**src/rtl/split_xlate_pkg.sv**
```systemverilog
package split_xlate_pkg;
  typedef enum logic [2:0] {
    ST_IDLE     = 3'd0,
    ST_XLATE    = 3'd1,
    ST_REQUEST  = 3'd2,
    ST_PARTIAL  = 3'd3,
    ST_FAULT    = 3'd4,
    ST_SQUASHED = 3'd5
  } xs_state_e;

  function automatic logic is_outcome(xs_state_e s);
    return (s == ST_REQUEST) || (s == ST_PARTIAL) || (s == ST_FAULT);
  endfunction
endpackage

```
**src/rtl/frag_slot.sv**
```systemverilog
module frag_slot #(
  parameter int FAULT_W = 4,
  parameter int FLAG_W  = 4,
  parameter int PA_W    = 16
) (
  input  logic               clk,
  input  logic               rst_n,
  input  logic               clear,
  input  logic               wr_en,
  input  logic [FAULT_W-1:0] fault_in,
  input  logic [FLAG_W-1:0]  flags_in,
  input  logic [PA_W-1:0]    pa_in,
  output logic               filled,
  output logic [FAULT_W-1:0] fault_q,
  output logic [FLAG_W-1:0]  flags_q,
  output logic [PA_W-1:0]    pa_q
);
  always_ff @(posedge clk or negedge rst_n) begin
    if (!rst_n) begin
      filled  <= 1'b0;
      fault_q <= '0;
      flags_q <= '0;
      pa_q    <= '0;
    end else if (clear) begin
      filled  <= 1'b0;
      fault_q <= '0;
      flags_q <= '0;
      pa_q    <= '0;
    end else if (wr_en) begin
      filled  <= 1'b1;
      fault_q <= fault_in;
      flags_q <= flags_in;
      pa_q    <= pa_in;
    end
  end

  // a slot is written once per request
  assert_single_write_R1: assert property (@(posedge clk) disable iff (!rst_n)
    (wr_en && !clear) |-> !filled);
endmodule

```
**src/rtl/fault_resolver.sv**
```systemverilog
module fault_resolver #(
  parameter int NFRAG   = 2,
  parameter int FAULT_W = 4,
  parameter int FLAG_W  = 4,
  parameter int IDX_W   = 1
) (
  input  logic [NFRAG-1:0]         filled,
  input  logic [NFRAG*FAULT_W-1:0] fault_vec,
  input  logic [NFRAG*FLAG_W-1:0]  flags_vec,
  output logic                     any_fault,
  output logic [IDX_W-1:0]         first_idx,
  output logic [FAULT_W-1:0]       first_code,
  output logic [FLAG_W-1:0]        clean_flags
);
  function automatic logic [NFRAG-1:0] fault_mask(logic [NFRAG*FAULT_W-1:0] fv);
    logic [NFRAG-1:0] m;
    for (int i = 0; i < NFRAG; i++) m[i] = (fv[i*FAULT_W +: FAULT_W] != '0);
    return m;
  endfunction

  function automatic logic [IDX_W-1:0] lowest_set(logic [NFRAG-1:0] m);
    logic [IDX_W-1:0] r = '0;
    for (int i = NFRAG - 1; i >= 0; i--) if (m[i]) r = IDX_W'(i);
    return r;
  endfunction

  logic [NFRAG-1:0] fmask;

  always_comb begin
    fmask       = fault_mask(fault_vec);
    any_fault   = |fmask;
    first_idx   = lowest_set(fmask);
    first_code  = fault_vec[first_idx*FAULT_W +: FAULT_W];
    clean_flags = '0;
    for (int i = 0; i < NFRAG; i++)
      if (filled[i] && !fmask[i]) clean_flags |= flags_vec[i*FLAG_W +: FLAG_W];
  end
endmodule

```
**src/rtl/split_xlate_agg.sv**
```systemverilog
module split_xlate_agg
  import split_xlate_pkg::*;
#(
  parameter int NFRAG   = 2,
  parameter int FAULT_W = 4,
  parameter int FLAG_W  = 4,
  parameter int PA_W    = 16,
  localparam int IDX_W  = (NFRAG > 1) ? $clog2(NFRAG) : 1,
  localparam int CNT_W  = $clog2(NFRAG + 1)
) (
  input  logic               clk,
  input  logic               rst_n,
  input  logic               alloc_valid,
  input  logic [CNT_W-1:0]   alloc_nfrag,
  input  logic               alloc_is_load,
  input  logic               alloc_cswap,
  input  logic               squash,
  input  logic               done_valid,
  input  logic [IDX_W-1:0]   done_idx,
  input  logic [FAULT_W-1:0] done_fault,
  input  logic [FLAG_W-1:0]  done_flags,
  input  logic [PA_W-1:0]    done_paddr,
  input  logic               mem_ret_valid,
  input  logic [FAULT_W-1:0] mem_ret_fault,
  input  logic               mem_ret_blocked,
  output logic [2:0]         state_o,
  output logic               xlate_done,
  output logic [FAULT_W-1:0] fault_o,
  output logic               mem_access_req,
  output logic               replay_o,
  output logic [PA_W-1:0]    base_paddr,
  output logic [FLAG_W-1:0]  merged_flags,
  output logic [CNT_W-1:0]   in_xlate_cnt,
  output logic [CNT_W-1:0]   xlated_cnt,
  output logic               err_o
);
  xs_state_e          state;
  logic [CNT_W-1:0]   nfrag_q;
  logic               is_load_q, cswap_q, squashed_q, fin_q, acc_done_q;
  logic [FAULT_W-1:0] fault_q;

  // named internal events
  logic alloc_ok, alloc_bad, done_ok, done_bad, last_done, resolve_ev, mem_ret_ev;

  logic [NFRAG-1:0]         slot_filled;
  logic [NFRAG*FAULT_W-1:0] slot_fault;
  logic [NFRAG*FLAG_W-1:0]  slot_flags;
  logic [NFRAG*PA_W-1:0]    slot_pa;
  logic                     any_fault;
  logic [IDX_W-1:0]         first_idx;
  logic [FAULT_W-1:0]       first_code;
  logic [FLAG_W-1:0]        clean_flags;
  logic                     frag0_clean;

  assign alloc_ok   = alloc_valid && (alloc_nfrag != '0) && (alloc_nfrag <= CNT_W'(NFRAG));
  assign alloc_bad  = alloc_valid && !alloc_ok;
  assign done_ok    = done_valid && !alloc_valid && (state == ST_XLATE) &&
                      (CNT_W'(done_idx) < nfrag_q) && !slot_filled[done_idx];
  assign done_bad   = done_valid && !alloc_valid && !done_ok;
  assign last_done  = done_ok && (in_xlate_cnt == CNT_W'(1));
  assign resolve_ev = fin_q && !alloc_valid;
  assign mem_ret_ev = mem_ret_valid && !alloc_valid && is_outcome(state);
  assign frag0_clean = (slot_fault[FAULT_W-1:0] == '0);

  for (genvar g = 0; g < NFRAG; g++) begin : g_slot
    frag_slot #(.FAULT_W(FAULT_W), .FLAG_W(FLAG_W), .PA_W(PA_W)) u_slot (
      .clk(clk), .rst_n(rst_n), .clear(alloc_ok),
      .wr_en(done_ok && (done_idx == IDX_W'(g))),
      .fault_in(done_fault), .flags_in(done_flags), .pa_in(done_paddr),
      .filled(slot_filled[g]),
      .fault_q(slot_fault[g*FAULT_W +: FAULT_W]),
      .flags_q(slot_flags[g*FLAG_W +: FLAG_W]),
      .pa_q(slot_pa[g*PA_W +: PA_W]));
  end

  fault_resolver #(.NFRAG(NFRAG), .FAULT_W(FAULT_W), .FLAG_W(FLAG_W), .IDX_W(IDX_W)) u_res (
    .filled(slot_filled), .fault_vec(slot_fault), .flags_vec(slot_flags),
    .any_fault(any_fault), .first_idx(first_idx), .first_code(first_code),
    .clean_flags(clean_flags));

  always_ff @(posedge clk or negedge rst_n) begin
    if (!rst_n) begin
      state        <= ST_IDLE;
      nfrag_q      <= '0;
      is_load_q    <= 1'b0;
      cswap_q      <= 1'b0;
      squashed_q   <= 1'b0;
      fin_q        <= 1'b0;
      acc_done_q   <= 1'b0;
      fault_q      <= '0;
      base_paddr   <= '0;
      merged_flags <= '0;
      in_xlate_cnt <= '0;
      xlated_cnt   <= '0;
      err_o        <= 1'b0;
    end else if (alloc_ok) begin
      state        <= ST_XLATE;
      nfrag_q      <= alloc_nfrag;
      is_load_q    <= alloc_is_load;
      cswap_q      <= alloc_cswap;
      squashed_q   <= 1'b0;
      fin_q        <= 1'b0;
      acc_done_q   <= 1'b0;
      fault_q      <= '0;
      base_paddr   <= '0;
      merged_flags <= '0;
      in_xlate_cnt <= alloc_nfrag;
      xlated_cnt   <= '0;
      err_o        <= 1'b0;
    end else begin
      if (alloc_bad || done_bad) err_o <= 1'b1;
      fin_q <= last_done;
      if (done_ok) begin
        in_xlate_cnt <= in_xlate_cnt - CNT_W'(1);
        xlated_cnt   <= xlated_cnt + CNT_W'(1);
      end
      if (resolve_ev && !squashed_q && !squash) begin
        if (frag0_clean) begin
          base_paddr   <= slot_pa[PA_W-1:0];
          merged_flags <= clean_flags;
        end
        if (!any_fault) begin
          state   <= ST_REQUEST;
          fault_q <= '0;
        end else if (first_idx == '0) begin
          state   <= ST_FAULT;
          fault_q <= first_code;
        end else begin
          state   <= ST_PARTIAL;
          fault_q <= first_code;
          if (cswap_q) err_o <= 1'b1;
        end
      end else if (resolve_ev) begin
        state <= ST_SQUASHED;
      end
      if (mem_ret_ev) begin
        if (mem_ret_fault != '0) fault_q <= mem_ret_fault;
        if (!mem_ret_blocked) acc_done_q <= 1'b1;
      end
      if (squash && state != ST_IDLE) begin
        squashed_q <= 1'b1;
        if (state != ST_XLATE) begin
          state        <= ST_SQUASHED;
          fault_q      <= '0;
          base_paddr   <= '0;
          merged_flags <= '0;
        end
      end
    end
  end

  assign state_o        = state;
  assign xlate_done     = is_outcome(state) || (state == ST_SQUASHED);
  assign replay_o       = (state == ST_PARTIAL) && is_load_q && !acc_done_q;
  assign fault_o        = replay_o ? '0 : fault_q;
  assign mem_access_req = ((state == ST_REQUEST) || ((state == ST_PARTIAL) && is_load_q)) &&
                          !acc_done_q;

  // counters always account for every fragment while translating
  assert_cnt_sum_R2: assert property (@(posedge clk) disable iff (!rst_n)
    (state == ST_XLATE) |-> (in_xlate_cnt + xlated_cnt == nfrag_q));
  // squashed outcome exposes nothing
  assert_squash_quiet_R4: assert property (@(posedge clk) disable iff (!rst_n)
    (state == ST_SQUASHED) |-> (fault_o == '0 && !mem_access_req));
  // fault on fragment 0 gives the full-fault state
  assert_frag0_fault_R5: assert property (@(posedge clk) disable iff (!rst_n)
    (resolve_ev && !squashed_q && !squash && !frag0_clean) |=> (state == ST_FAULT));
  // a store with a partial fault never touches memory
  assert_store_noacc_R8: assert property (@(posedge clk) disable iff (!rst_n)
    (state == ST_PARTIAL && !is_load_q) |-> !mem_access_req);
  // a null return keeps the stored fault
  assert_keep_fault_R10: assert property (@(posedge clk) disable iff (!rst_n)
    (mem_ret_ev && mem_ret_fault == '0 && !squash) |=> $stable(fault_q));
  // a pending replay hides the fault
  assert_replay_hides_R11: assert property (@(posedge clk) disable iff (!rst_n)
    replay_o |-> (fault_o == '0 && mem_access_req));
endmodule

```
**config.mk**
```make
export PLATFORM = sky130hd
export DESIGN_NAME = split_xlate_agg
export DESIGN_NICKNAME = d
export VERILOG_FILES = /design/src/rtl/split_xlate_pkg.sv /design/src/rtl/frag_slot.sv /design/src/rtl/fault_resolver.sv /design/src/rtl/split_xlate_agg.sv
export SDC_FILE = /design/constraint.sdc
export NUM_CORES = 1
export LEC_CHECK = 0
export ABC_CLOCK_PERIOD_IN_PS = 1800
export BUFFER_PORTS_ARGS = -buffer_cell sky130_fd_sc_hd__buf_2
export CORE_UTILIZATION = 56
export DETAILED_ROUTE_END_ITERATION = 8
export GPL_TIMING_DRIVEN = 0
export PLACE_DENSITY = 0.79
export SLEW_MARGIN = 20
export SYNTH_ARGS = -nofsm -noshare
export SYNTH_HDL_FRONTEND = slang
export SYNTH_HIERARCHICAL = 1
export SYNTH_SLANG_ARGS = --single-unit
```
**constraint.sdc**
```tcl
create_clock -name clk -period 1.8 [get_ports clk]
set_input_delay 0.18 -clock clk [delete_from_list [all_inputs] [get_ports clk]]
set_output_delay 0.18 -clock clk [all_outputs]
set_load 0.01 [all_outputs]
```
==> results of run 1 <==
==> final timing paths <==
check / slack (ps) / depth (start not counted) / endpoint / startpoint
setup / recovery: 90 / 6 / g_slot[0].u_slot/pa_q[2] / g_slot[0].u_slot/filled
hold / removal: 20 / 3 / is_load_q / alloc_is_load
setup reg to reg: 90 / 6 / g_slot[0].u_slot/pa_q[2] / g_slot[0].u_slot/filled
hold reg to reg: 480 / 1 / xlated_cnt[1] / xlated_cnt[1]
max in group asynchronous: 960 / 3 / g_slot[0].u_slot/fault_q[1] / rst_n
min in group asynchronous: 270 / 2 / base_paddr[1] / rst_n
==> registers in the layout, summed over array words and instances (netlist names), 2 cells and up <==
register	flops
base_paddr	16
fault_q	4
g_slot.u_slot/fault_q	8
g_slot.u_slot/filled	2
g_slot.u_slot/flags_q	8
g_slot.u_slot/pa_q	16
in_xlate_cnt	2
merged_flags	4
nfrag_q	2
state_o	3
xlated_cnt	2
==> layer usage <==
layer,up-vias,wire length [µm]
met4,0,133
met3,13,285
met2,66,3540
met1,1297,3220
met5,-,0
li1,1286,-
==> cell usage in the layout, fill, tap and decap left out, drive strengths merged, types with 2 or more instances in the layout <==
master  count
buf        94
dfrtp      73
nor2       67
mux2i      52
nand2      25
clkbuf     12
a21oi      10
o21ai       8
nor2b       6
and3        6
a21o        5
inv         5
and2b       4
o22ai       4
nor3        4
or4         4
a211oi      3
nor4        3
o211ai      3
nand2b      2
xor2        2
or3         2
a31oi       2
bufinv      2
nand3       2
clkinv      2
==> area by class of cell <==
| type | instances | area share |
|---|---|---|
| Sequential cell | 73 | 0.427 |
| Multi-Input combinational cell | 225 | 0.352 |
| Timing Repair Buffer | 80 | 0.103 |
| Buffer | 17 | 0.0397 |
| Clock buffer | 10 | 0.0321 |
| Tap cell | 75 | 0.0219 |
| Clock inverter | 6 | 0.0210 |
| Inverter | 4 | 0.00350 |
==> worst min-delay path: cells and delay by family <==
kind                   cells  cell delay (ps)
buffers and inverters      1               70
and+or+nand+nor            2               90
==> power breakdown <==
part / total (mW) / switching [mW] / internal, mW
sequential: 1.91 / 0.138 / 1.77
combinational: 0.772 / 0.435 / 0.337
clock: 1.45 / 0.627 / 0.823
==> metrics by stage <==
| stage | setup TNS (ps) | hold WS [ps] |
|---|---|---|
| 2_1_floorplan | 0 | -116 |
| 3_3_place_gp | -2590 | 372 |
| 3_5_place_dp | -4190 | 106 |
| 4_1_cts | 0 | 13.2 |
| 5_1_grt | -24.5 | 28.4 |
| 6_report | 0 | 19.3 |
==> what timing repair did <==
item,in CTS,in global routing
pin swaps,0,1
hold endpoints to repair,24,0
buffers inserted,2,2
hold buffers,1,0
gates resized for setup,5,12
endpoints found under the setup margin,31,35
==> impl_metrics.ini, run 1 <==
[cells_and_area]
area_growth_pct = 24.0
seq_area_mm2 = 0.00183
n_antenna_cell = 0
multi_input_area_mm2 = 0.00151
nNetsFinal = 451
fill_cells = 438
fin_util = 0.720
design_area_mm2 = 0.00429
final_cells = 490
drive_gt1_frac = 0.318

[global_route]
antenna_found_initial = 0
met3_usage = 0.0420
track_usage = 0.235
grt_pass1_wl_mm = 11.5
grt_use_met1 = 0.311
grt_pass1_vias = 2497
grt_max_degree = 50
grt_overflow = 0
grtUsageMet2 = 0.376
busiest_layer = met2

[power]
p_total_mw = 4.13
leakage_nw = 2.29
power.density_mw_per_mm2 = 964
peakVddDrop_v = 0.000624

[floorplanning]
die_h_um = 80.6
die_width_um = 80.6
initial_utilization = 0.581
rows = 28
core_area_mm2 = 0.00596
io_pins = 75
die_area_mm2 = 0.00650

[timing]
clock.fmax_mhz = 584
final_max_slew_viol_count = 0
fin_skew_ps = 11.1
fin_ws_ps = 89.0
period_needed_ps = 1710
rsz0062_at_grt = true
period_share = 0.951
relSlewSlack = 0.690
setup_viol = 0
worst_pin_slew_ps = 460
hold_viol = 0

[status]
outcome = finished clean

[setup_path]
crit_family = flip-flops
slowest_delay_ps = 470
endpoint_kind = flip-flop
critPathLaunchType = flip-flop
crit_fanout = 10
slowest_stage = dfrtp_2
critical_path_arrival_ps = 1940
worstPathCellList = o32a_4 > nor3_4 > buf_6 > buf_12 > mux2i_1 > nor2_1
critPathKind = flip-flop to flip-flop
cp.buffers_inverters = 2
required_ps = 2030

[flow_run]
cap_violations = 0

[synth]
synthesis.nets = 361
syn_area_mm2 = 0.00346
ys_warn_count = 6
avgSynthCellArea_um2 = 10.8
synth_cells = 320

[placed_design]
dp_cells = 470
gp_congestion = 0.767
dpl.hpwl_mm = 5.07
numPortBuffers = 74
dp_worst_setup_slack_ps = -238
placed_cell_area_mm2 = 0.00395

[min_path]
hold_class = input port to flip-flop

[clock_network]
tritoncts = yes
clockRootBuffer = clkbuf_8
cts_max_level = 3
clkTransAtPathRegs_ps = 80
clkLatencyLatePin_ps = 350
cts.sinks = 73
clock_path_buffers = 2
cts_inserted_buffers = 9

[route]
viasPerCell = 5.43
drt_pass1_iterations = 4
drcViolationCount = 0
drt_iter0_drc = 90
drtAntennaViolNets = 0
routedWlPerCell_um = 14.7
wl_mm = 7.18
via_count = 2662
Note: power is estimated with default switching activity, not from simulation.
==> inputs of run 2 (changes only) <==
--- a/config.mk
+++ b/config.mk
@@ -6,7 +6,7 @@
 export NUM_CORES = 1
 export LEC_CHECK = 0
 export ABC_CLOCK_PERIOD_IN_PS = 1800
-export BUFFER_PORTS_ARGS = -buffer_cell sky130_fd_sc_hd__buf_2
+export BUFFER_PORTS_ARGS = -buffer_cell sky130_fd_sc_hd__buf_4
 export CORE_UTILIZATION = 56
 export DETAILED_ROUTE_END_ITERATION = 8
 export GPL_TIMING_DRIVEN = 0
==> impl_metrics.ini, run 2 (synthesis gave the netlist of run 1 again) <==
[status]
outcome = finished clean

[floorplanning]
die_h_um = 80.6
io_pins = 75
core_area_mm2 = 0.00596
die_width_um = 80.6
die_area_mm2 = 0.00650
initial_utilization = 0.581
rows = 28

[timing]
final_max_slew_viol_count = 0
relSlewSlack = 0.402
worst_pin_slew_ps = 897
whs_ps = 35.4
fin_skew_ps = 11.8
period_share = 0.957
setup_viol = 0
clock.fmax_mhz = 580
period_needed_ps = 1720
hold_viol = 0
fin_ws_ps = 77.1

[placed_design]
dpl.hpwl_mm = 5.06
gp_congestion = 0.763
numPortBuffers = 74
dp_worst_setup_slack_ps = -248

[global_route]
grt_pass1_vias = 2522
busiest_layer = met2
grt_max_degree = 74
grtUsageMet2 = 0.408
grt_pass1_wl_mm = 11.9
grt_use_met1 = 0.315
grt_overflow = 0
met3_usage = 0.0341
antenna_found_initial = 0
track_usage = 0.243

[power]
internal_power_mw = 2.82
leakage_nw = 2.33
peakVddDrop_v = 0.000573
combPwrFrac = 0.211
p_clk_frac = 0.314
p_seq_frac = 0.474
power.density_mw_per_mm2 = 899
netSwitchingPower_mw = 1.22
p_total_mw = 4.04
p_sw_frac = 0.303

[cells_and_area]
nNetsFinal = 455
n_antenna_cell = 0
layout_commonest_cell = buf_4
drive_gt1_frac = 0.327
area_growth_pct = 29.8
layout_common_cells = buf_4 (81), dfrtp_1 (69), nor2_1 (65)
fill_cells = 427
multi_input_area_mm2 = 0.00152
seq_area_mm2 = 0.00183
reg_top3 = base_paddr x16, g_slot.u_slot/pa_q x16

[route]
drtAntennaViolNets = 0
drcViolationCount = 0
viasPerCell = 5.39
drt_pass1_iterations = 4
via_count = 2661
routedWlPerCell_um = 15.6
wl_mm = 7.73
drt_iter0_drc = 114

[setup_path]
critical_path_arrival_ps = 1950
critPathKind = flip-flop to flip-flop
critPathLaunchType = flip-flop
required_ps = 2030
crit_fanout = 7
endpoint_kind = flip-flop

[clock_network]
cts.sinks = 73
cts_inserted_buffers = 9
clkTransAtPathRegs_ps = 80
clockRootBuffer = clkbuf_8
tritoncts = yes
cts_max_level = 3
clock_path_buffers = 2
clkLatencyLatePin_ps = 350

[min_path]
hold_class = input port to flip-flop

[flow_run]
cap_violations = 0
run 2: path summary, 6_finish.rpt:
kind / end / cells after the start / startpoint / slack [ps]
max: g_slot[0].u_slot/pa_q[15] / 6 / g_slot[0].u_slot/filled / 80
min: cswap_q / 3 / alloc_cswap / 40
max reg2reg: g_slot[0].u_slot/pa_q[15] / 6 / g_slot[0].u_slot/filled / 80
min reg2reg: xlated_cnt[1] / 1 / xlated_cnt[1] / 490
max in group asynchronous: g_slot[0].u_slot/filled / 2 / rst_n / 660
min in group asynchronous: base_paddr[1] / 2 / rst_n / 520
run 2: through the flow:
step	cell area [µm²]	TNS [ps]	cells	utilization
floorplan	3460	0	320	-
global placement	4110	-2740	469	0.690
detailed placement	4110	-4340	469	0.690
CTS	4340	-1.13	487	0.729
global route	4490	-38.3	494	0.754
finish	4490	0	494	0.754
run 2: power groups by stage:
stage               Sequential, mW  Clock, mW  Combinational, mW
finish                        1.91       1.27              0.854
global route                  1.93       1.34              0.940
CTS                           1.90       1.28              0.773
detailed placement            1.93          0              0.752
global placement              1.92          0              0.733
floorplan                     1.91          0              0.448
run 2: layout make-up:
| cell class | count | area share |
|---|---|---|
| plain buffers | 17 | 0.0379 |
| clock buffers | 9 | 0.0276 |
| clock inverters | 7 | 0.0159 |
| inverters | 4 | 0.00334 |
| multi-input cells | 225 | 0.338 |
| flip-flops and latches | 73 | 0.408 |
| well taps | 75 | 0.0209 |
| repair buffers | 84 | 0.149 |
run 2: what timing repair did:
item | in CTS | in global routing
resized for setup | 5 | 13
endpoints found under the setup margin | 31 | 35
endpoints found under the hold margin | 16 | 0
setup buffers | 2 | 5
hold buffers | 1 | 0
gates cloned | 0 | 2
pin swaps | 1 | 3
run 2: metal layers:
metal	routed length (µm)	vias to the layer above
met1	3470	1292
met3	242	14
met2	3890	58
met4	130	0
met5	0	-
li1	-	1297
run 2: worst max-delay path, stage by stage, from the launching register on:
cell and delay, ps:
dfrtp_2 460, o32a_4 410, nor3_4 120, buf_6 190, clkbuf_16 170, mux2i_1 200
nor2_1 60
